File: src/rtl/rw_group_sched.sv
module rw_group_sched #(
  parameter int NBANK = 4,
  parameter int DEPTH = 4,
  parameter int ROW_W = 8,
  parameter int COL_W = 6
) (
  input  logic                     clk,
  input  logic                     rst_n,
  input  logic                     enq_valid,
  input  logic                     enq_write,
  input  logic [$clog2(NBANK)-1:0] enq_bank,
  input  logic [ROW_W-1:0]         enq_row,
  input  logic [COL_W-1:0]         enq_col,
  output logic                     enq_ready,
  input  logic                     poll_valid,
  input  logic [$clog2(NBANK)-1:0] poll_bank,
  input  logic [NBANK-1:0]         open_valid,
  input  logic [NBANK*ROW_W-1:0]   open_row,
  output logic                     res_valid,
  output logic [2:0]               res_cmd,
  output logic [$clog2(DEPTH)-1:0] res_idx,
  output logic                     res_deq,
  output logic                     rd_mode
);
  localparam int BW = $clog2(NBANK);
  localparam int IW = $clog2(DEPTH);
  localparam int CW = $clog2(DEPTH + 1);
  localparam logic [2:0] C_NOP = 3'd0, C_ACT = 3'd1, C_PRE = 3'd2, C_RD = 3'd3, C_WR = 3'd4;

  typedef struct packed {
    logic             w;
    logic [ROW_W-1:0] row;
    logic [COL_W-1:0] col;
  } ent_t;

  ent_t          q   [NBANK][DEPTH];
  logic [CW-1:0] cnt [NBANK];

  logic any_rd, any_wr;
  always_comb begin
    any_rd = 1'b0;
    any_wr = 1'b0;
    for (int b = 0; b < NBANK; b++)
      for (int i = 0; i < DEPTH; i++)
        if (CW'(i) < cnt[b]) begin
          if (q[b][i].w) any_wr = 1'b1;
          else           any_rd = 1'b1;
        end
  end

  logic [ROW_W-1:0] orow;
  logic             ov, sel_empty;
  logic [DEPTH-1:0] v, w, hit, haz;
  assign orow      = open_row[int'(poll_bank)*ROW_W +: ROW_W];
  assign ov        = open_valid[poll_bank];
  assign sel_empty = (cnt[poll_bank] == '0);

  always_comb begin
    for (int i = 0; i < DEPTH; i++) begin
      v[i]   = CW'(i) < cnt[poll_bank];
      w[i]   = q[poll_bank][i].w;
      hit[i] = ov && (q[poll_bank][i].row == orow);
      haz[i] = 1'b0;
      for (int j = 0; j < DEPTH; j++)
        if (j < i && CW'(j) < cnt[poll_bank] && q[poll_bank][j].w &&
            q[poll_bank][j].row == q[poll_bank][i].row &&
            q[poll_bank][j].col == q[poll_bank][i].col)
          haz[i] = 1'b1;
    end
  end

  function automatic logic [IW:0] oldest(input logic [DEPTH-1:0] m);
    oldest = '0;
    for (int i = DEPTH - 1; i >= 0; i--)
      if (m[i]) oldest = {1'b1, IW'(i)};
  endfunction

  logic [IW:0] rdh, rda, wrh, wra;
  assign rdh = oldest(v & ~w & hit);
  assign rda = oldest(v & ~w);
  assign wrh = oldest(v & w & hit);
  assign wra = oldest(v & w);

  logic          r_ok, r_hit, w_ok, w_hit;
  logic [IW-1:0] r_idx, w_idx;
  assign r_hit = rdh[IW];
  assign r_idx = r_hit ? rdh[IW-1:0] : rda[IW-1:0];
  assign r_ok  = r_hit ? !haz[rdh[IW-1:0]] : (rda[IW] && !haz[rda[IW-1:0]]);
  assign w_hit = wrh[IW];
  assign w_idx = w_hit ? wrh[IW-1:0] : wra[IW-1:0];
  assign w_ok  = wra[IW];

  logic [2:0]    sel_cmd;
  logic [IW-1:0] sel_idx;
  logic          sel_deq, sel_mode, m0, use_rd, use_wr;
  always_comb begin
    sel_cmd  = C_NOP;
    sel_idx  = '0;
    sel_deq  = 1'b0;
    sel_mode = rd_mode;
    m0       = rd_mode ? any_rd : !any_wr;
    use_rd   = 1'b0;
    use_wr   = 1'b0;
    if (!sel_empty) begin
      if (m0) begin
        if (r_ok) use_rd = 1'b1;
        else      use_wr = w_ok;
      end else begin
        if (w_ok) use_wr = 1'b1;
        else      use_rd = r_ok;
      end
      if (use_rd) begin
        sel_mode = 1'b1;
        sel_idx  = r_idx;
        sel_deq  = r_hit;
        sel_cmd  = r_hit ? C_RD : (ov ? C_PRE : C_ACT);
      end else if (use_wr) begin
        sel_mode = 1'b0;
        sel_idx  = w_idx;
        sel_deq  = w_hit;
        sel_cmd  = w_hit ? C_WR : (ov ? C_PRE : C_ACT);
      end else begin
        sel_mode = !m0;
      end
    end
  end

  assign enq_ready = (cnt[enq_bank] != CW'(DEPTH));

  logic [NBANK-1:0] deq_b, enq_b;
  logic [CW-1:0]    wpos [NBANK];
  always_comb begin
    for (int b = 0; b < NBANK; b++) begin
      deq_b[b] = poll_valid && sel_deq && (poll_bank == BW'(b));
      enq_b[b] = enq_valid && enq_ready && (enq_bank == BW'(b));
      wpos[b]  = cnt[b] - CW'(deq_b[b]);
    end
  end

  always_ff @(posedge clk) begin
    if (!rst_n) begin
      rd_mode   <= 1'b1;
      res_valid <= 1'b0;
      res_cmd   <= C_NOP;
      res_idx   <= '0;
      res_deq   <= 1'b0;
      for (int b = 0; b < NBANK; b++) begin
        cnt[b] <= '0;
        for (int i = 0; i < DEPTH; i++) q[b][i] <= '0;
      end
    end else begin
      res_valid <= poll_valid;
      if (poll_valid) begin
        res_cmd <= sel_cmd;
        res_idx <= sel_idx;
        res_deq <= sel_deq;
        rd_mode <= sel_mode;
      end
      for (int b = 0; b < NBANK; b++) begin
        for (int i = 0; i < DEPTH - 1; i++)
          if (deq_b[b] && IW'(i) >= sel_idx) q[b][i] <= q[b][i+1];
        if (enq_b[b]) q[b][wpos[b][IW-1:0]] <= '{w: enq_write, row: enq_row, col: enq_col};
        cnt[b] <= cnt[b] + CW'(enq_b[b]) - CW'(deq_b[b]);
      end
    end
  end
endmodule

File: config.mk
export PLATFORM = sky130hd
export DESIGN_NAME = rw_group_sched
export DESIGN_NICKNAME = d
export VERILOG_FILES = /design/src/rtl/rw_group_sched.sv
export SDC_FILE = /design/constraint.sdc
export NUM_CORES = 1
export LEC_CHECK = 0
export BUFFER_PORTS_ARGS = -buffer_cell sky130_fd_sc_hd__buf_2
export CAP_MARGIN = 20
export CORE_MARGIN = 3
export CORE_UTILIZATION = 45
export CTS_CLUSTER_DIAMETER = 50
export DETAILED_ROUTE_END_ITERATION = 6
export GPL_TIMING_DRIVEN = 0
export PLACE_DENSITY_LB_ADDON = 0.1
export SLEW_MARGIN = 20
export SYNTH_ARGS = -nofsm -noshare
export SYNTH_HDL_FRONTEND = slang
export SYNTH_SLANG_ARGS = --single-unit
File: constraint.sdc
create_clock -name clk -period 12.5 [get_ports clk]
set_input_delay 3.75 -clock clk [delete_from_list [all_inputs] [get_ports clk]]
set_output_delay 3.75 -clock clk [all_outputs]
set_load 0.005 [all_outputs]
==> summary.md, run 1 <==
| Metric | Value |
|---|---|
| Run status | `completed` |
| Violation count after the first detailed-route iteration | `1489` |
| Yosys warns | `0` |
| Initial Utilization | `around 46%` |
| Worst setup slack after layout | `between 1000 and 1500 ps` |
| DP HPWL | `44.2 mm` |
| Die height | `a little under 200 µm` |
| Nets | `approximately 1600` |
| Sequential-to-total area share from yosys stat | `between 40 and 50%` |
| Routability cong. | `roughly 0.94` |
| Clk Tree Root Cell | `clkbuf_16` |
| Data arrival, critical path | `11170 ps` |
| Met2 WL | `25.0 mm` |
| Worst Tran Pin Value | `approximately 940 ps` |
| DRC Markers | `0` |
| Met3 routed WL | `just under 5 mm` |
| Most common cell after layout, fill and taps aside | `nand2_1` |
| Maximum clock frequency | `between 90 and 100 MHz` |
| GRT Util Overall | `about 29%` |
| Slew HR | `between 30 and 40%` |
| Clock transition at path regs | `roughly 50 ps` |
| Syn Area/Cell | `around 11 µm²` |
| Fin Hold WS | `between 400 and 500 ps` |
| VDD IR max | `70.1 µV` |
| Final Cell Area | `about 18000 µm²` |
| Core footprint | `between 30000 and 40000 µm²` |
| Final Setup Violations | `0` |
| Largest net degree at the start of global routing | `16` |
| Width of the chip | `194 µm` |
| Netlist cell types | `73` |
| Max_cap viols | `0` |
| Via count | `12100` |
| R2r setup slk | `slightly below 5000 ps` |
| Cell row count | `roughly 70` |
| Max clock buf depth | `3` |
| Period utilisation layout | `between 80% and 90%` |
| TritonCTS clock tree | `built` |
| Vias in the first global route | `between 10000 and 15000` |
| Placed insts | `slightly below 2000` |
| Die footprint | `37700 µm²` |
| Worst setup startpoint | `poll_bank[1]` |
| Worst-path maximum fanout | `15` |
| Worst reg2reg startpoint | `cnt[3][2]` |
| Routed len/inst | `roughly 28 µm` |
| Via density | `between 6 and 7` |
| Worst slack, placed | `approximately 970 ps` |
| Fin util | `52.0%` |
| CP Capture Type | `register` |
| Ys async rst share | `0%` |
| Leak | `approximately 6.8 nW` |
| Min Tclk post-route | `11070 ps` |
| Hold Startpoint | `res_cmd[0]` |
| Area growth from synthesis to layout | `13.2%` |
| Clock skew | `about 15 ps` |
| Slew Limit Fails | `0` |
| CTS Sinks | `between 200 and 300` |
| Syn Nets | `1488` |
| DR top layer | `met4` |
| Commonest cells after routing, fill and taps aside | `nand2_1 (274), edfxtp_1 (240), buf_2 (80)` |
| Ports | `68` |
| Share of layout cells above drive strength 1 | `23.6%` |
| Final hold viol count | `0` |
| Cell Pwr Density | `127 nW/µm²` |
| Port Buf Inserts | `65` |
| Antenna viol nets, final | `0` |
| Drt total wl | `about 55 mm` |
| Mapped Cells | `about 1400` |
| Top_reg_cell synth | `edfxtp_1` |
| Setup bufs post-CTS | `0` |
| Worst path required time | `~13000 ps` |
| Setup_tns | `0 ps` |
| Antenna cells | `0` |
| Post-synth EDFFs | `240` |
| Placed Area | `17000 µm²` |
| Total power | `2.29 mW` |
| Initial antenna violation count | `0` |
| Latest clock arrival within the worst-skew pair | `about 530 ps` |
| Area of the mapped netlist | `~16000 µm²` |
| Startpoint types | `input pin` |
| M1 WL | `23.7 mm` |
| Post-Layout Cell Count | `~2000` |
| Yosys reg bits | `260` |
| Num CTS Buffers | `34` |
| Hold_buf cts | `0` |
| First-pass GRT wire length | `80.9 mm` |
| RSZ-0062 raised after global routing | `no` |
| Gr ovfl total | `0` |
| Hold WC Path Type | `register to register` |
| Pre-Repair DR Iteration Count | `5` |
| H-tree depth | `2` |
| CP Class | `input pin to register` |
| # resized after CTS | `0` |
## synth_stat cells (all sizes together), types with 36 or more instances
cell | n | area (µm²)
xnor2 | 41 | 359
mux4 | 72 | 1620
nand2 | 274 | 1030
buf | 37 | 325
xor2 | 79 | 692
clkbuf | 55 | 206
o21ai | 41 | 243
nor2b | 36 | 263
nor2 | 58 | 220
inv | 40 | 150
edfxtp | 240 | 7210
a21oi | 104 | 749
## cells by family after synthesis
kind of cell    count (synthesis)  share of synthesized area, %
mux                           104                          12.2
buf+inv                       132                          4.28
simple gates                  536                          16.3
flops                         260                          47.7
fa+ha+maj                      25                          2.15
compound gates                227                          10.7
xor+xnor                      120                          6.59
## critical path: stages
cell and delay [ps]:
buf_2 120, buf_2 370, buf_2 410, buf_2 420
mux4_2 530, xor2_1 200, nor3_1 480, nand4_1 260
nand2_1 160, nor3_1 120, and3_1 260, nand4b_1 330
or3_1 460, inv_1 240, ha_1 250, inv_1 50
ha_1 270, clkbuf_1 250, nand3_1 390, inv_1 260
a31oi_1 660, buf_2 400, nand2_1 460
## cell type report
class,count,area [µm²]
inverter,40,150
sequential,260,7610
timing repair buffer,78,424
clock buffer,39,901
clock inverter,19,198
fill,3118,16700
buffer,92,532
multi-input combinational,1012,7670
tap,455,569
## registers in the layout (all words and copies together) (netlist names)
register and flops:
cnt 12, res_idx 2, res_cmd 3, res_deq 1, q 240, res_valid 1, rd_mode 1
## routing by layer
layer	track usage, %	vias up
met2	45.6	626
met5	0	-
met1	41.9	5975
met3	4.55	106
met4	8.91	0
li1	-	5376
## path summary, 6_finish.rpt
kind / to / depth (start not counted)
setup / recovery: q[2][26] / 23
hold / removal: res_cmd[0] / 2
setup reg to reg: q[2][26] / 19
hold reg to reg: res_cmd[0] / 2
## power by group
part	total [mW]	internal (mW)	switching (mW)
clock network	0.964	0.582	0.382
logic	0.314	0.115	0.199
registers	1.01	0.988	0.0254
Note: power is estimated with default switching activity, not from simulation.
==> run 2: changes to the inputs <==
--- a/config.mk
+++ b/config.mk
@@ -13,6 +13,7 @@
 export DETAILED_ROUTE_END_ITERATION = 6
 export GPL_TIMING_DRIVEN = 0
 export PLACE_DENSITY_LB_ADDON = 0.1
+export RECOVER_POWER = 50
 export SLEW_MARGIN = 20
 export SYNTH_ARGS = -nofsm -noshare
 export SYNTH_HDL_FRONTEND = slang
==> summary.md, run 2 (synthesis results as in run 1) <==
| Metric | Value |
|---|---|
| Gr ovfl total | `0` |
| Hold WC Path Type | `register to register` |
| Run status | `completed` |
| Fin util | `between 50% and 60%` |
| Setup bufs post-CTS | `0` |
| DP HPWL | `between 40 and 50 mm` |
| Worst reg2reg startpoint | `cnt[3][2]` |
| Ports | `~70` |
| Max_cap viols | `0` |
| Int Pwr | `about 1.7 mW` |
| CP Capture Type | `register` |
| Violation count after the first detailed-route iteration | `1546` |
| Min Tclk post-route | `around 12000 ps` |
| Worst slack, placed | `around 970 ps` |
| Worst setup slack after layout | `about 950 ps` |
| Hold Crit Depth | `2` |
| Largest Register | `q` |
| Final-layout fill cell count | `about 3200` |
| VDD IR max | `69.4 µV` |
| Max clock buf depth | `3` |
| Cell Pwr Density | `129 nW/µm²` |
| Die height | `between 150 and 200 µm` |
| CP Cell Sequence | `clkbuf_1 > buf_2 > buf_2 > clkbuf_1 > mux4_2 > xnor2_1 > nand4_1 > nor4_1 > a311o_1 > a31oi_1 > nand3_1 > nand4b_1 > or3_1 > inv_1 > ha_1 > inv_1 > ha_1 > clkbuf_1 > nand3_1 > inv_1 > a31oi_1 > buf_2 > nand2_1` |
| Hold_buf cts | `0` |
| Die footprint | `between 30000 and 40000 µm²` |
| Startpoint types | `input pin` |
| Crit path largest cell delay | `roughly 860 ps` |
| Post-Layout Cell Count | `1995` |
| Cell row count | `68` |
| Leak | `6.67 nW` |
| Setup_tns | `0 ps` |
| Routability cong. | `0.939` |
| Via density | `6.13` |
| Latest clock arrival within the worst-skew pair | `520 ps` |
| First-pass GRT wire length | `80.9 mm` |
| CP Class | `input pin to register` |
| Fin Hold WS | `486 ps` |
| Slew Limit Fails | `0` |
| Period utilisation layout | `92.4%` |
| Area growth from synthesis to layout | `11.4%` |
| Placed insts | `slightly below 2000` |
| Largest net degree at the start of global routing | `16` |
| Port Buf Inserts | `65` |
| Data arrival, critical path | `11650 ps` |
| Antenna cells | `0` |
| Max reg flops | `240` |
| Vias in the first global route | `12000` |
| Most common cell after layout, fill and taps aside | `nand2_1` |
| Pre-Repair DR Iteration Count | `5` |
| Share of layout cells above drive strength 1 | `18.3%` |
| # resized after CTS | `0` |
| Worst setup startpoint | `poll_bank[1]` |
| Clock skew | `roughly 15 ps` |
| Hold Startpoint | `res_cmd[0]` |
| Via count | `roughly 12000` |
| Final hold viol count | `0` |
| Drt total wl | `~56 mm` |
| H-tree depth | `2` |
| Switching Fraction | `between 20% and 30%` |
| Switching power total | `roughly 600 µW` |
| Clk Tree Root Cell | `clkbuf_16` |
| Sequential Power Share | `between 40 and 50%` |
| Comb pwr share | `13.5%` |
| CTS Sinks | `260` |
| Largest regs | `q (240), cnt (12), res_cmd (3)` |
| Worst path required time | `roughly 13000 ps` |
| GRT Util Overall | `29.1%` |
| Final Setup Violations | `0` |
| Final Cell Area | `17800 µm²` |
| FF-to-FF path depth | `19` |
| Total power | `approximately 2.3 mW` |
| Routed len/inst | `between 20 and 30 µm` |
| Slowest stage cell on the critical path | `clkbuf_1` |
| Num CTS Buffers | `34` |
| Nets | `1602` |
| Antenna viol nets, final | `0` |
| DRC Markers | `0` |
| Clock power frac | `between 40% and 50%` |
| Initial Utilization | `between 40% and 50%` |
| Core footprint | `34700 µm²` |
| Worst Tran Pin Value | `about 1100 ps` |
| Commonest cells after routing, fill and taps aside | `nand2_1 (274), edfxtp_1 (240), a21oi_1 (94)` |
| Initial antenna violation count | `0` |
| TritonCTS clock tree | `built` |
| Placed Area | `17000 µm²` |
| Width of the chip | `194 µm` |
| Clock transition at path regs | `~50 ps` |
| Worst-path maximum fanout | `15` |
| RSZ-0062 raised after global routing | `no` |
| Slew HR | `25.5%` |
| Maximum clock frequency | `approximately 87 MHz` |
run 2: cell types whose count changed in the layout (fill, tap and decap cells not counted), sizes merged:
cell | before | now
clkbuf | 94 | 111
buf | 115 | 98
run 2: cell type report:
cell class                      count  area [µm²]  area share [%]
Multi-Input combinational cell   1012        7430            41.8
Clock buffer                       39         901            5.07
Inverter                           40         150           0.846
Buffer                             92         504            2.84
Sequential cell                   260        7610            42.8
Timing Repair Buffer               78         398            2.24
Tap cell                          455         569            3.21
Clock inverter                     19         198            1.11
run 2: critical path: cells and delay by family:
family	cells	cell delay (ps)
and+or+nand+nor	7	2390
adders and majority gates	2	520
xor gates and xnor gates	1	380
buffers and inverters	9	3000
muxes	1	540
AOI/OAI and AO/OA	3	1020
run 2: metal layers:
| layer | vias up | global-route usage [%] | part of all wire, % |
|---|---|---|---|
| met4 | 0 | 8.91 | 3.5 |
| met1 | 6061 | 41.9 | 42 |
| met5 | - | 0 | 0 |
| li1 | 5373 | - | - |
| met3 | 119 | 4.55 | 9.4 |
| met2 | 679 | 45.6 | 45 |
run 2: worst paths after layout:
kind | to | slack (ps)
worst max register to register | q[2][26] | 5010
worst max-delay path | q[2][26] | 950
worst min register to register | res_cmd[0] | 490
worst min-delay path | res_cmd[0] | 490
run 2: power groups by stage:
stage	combinational [mW]	clock [mW]	sequential, mW
2_1_floorplan	0.204	0	1.02
3_3_place_gp	0.303	0	1.03
3_5_place_dp	0.308	0	1.03
4_1_cts	0.310	0.970	1.01
5_1_grt	0.326	1.01	1.02
6_report	0.308	0.962	1.01
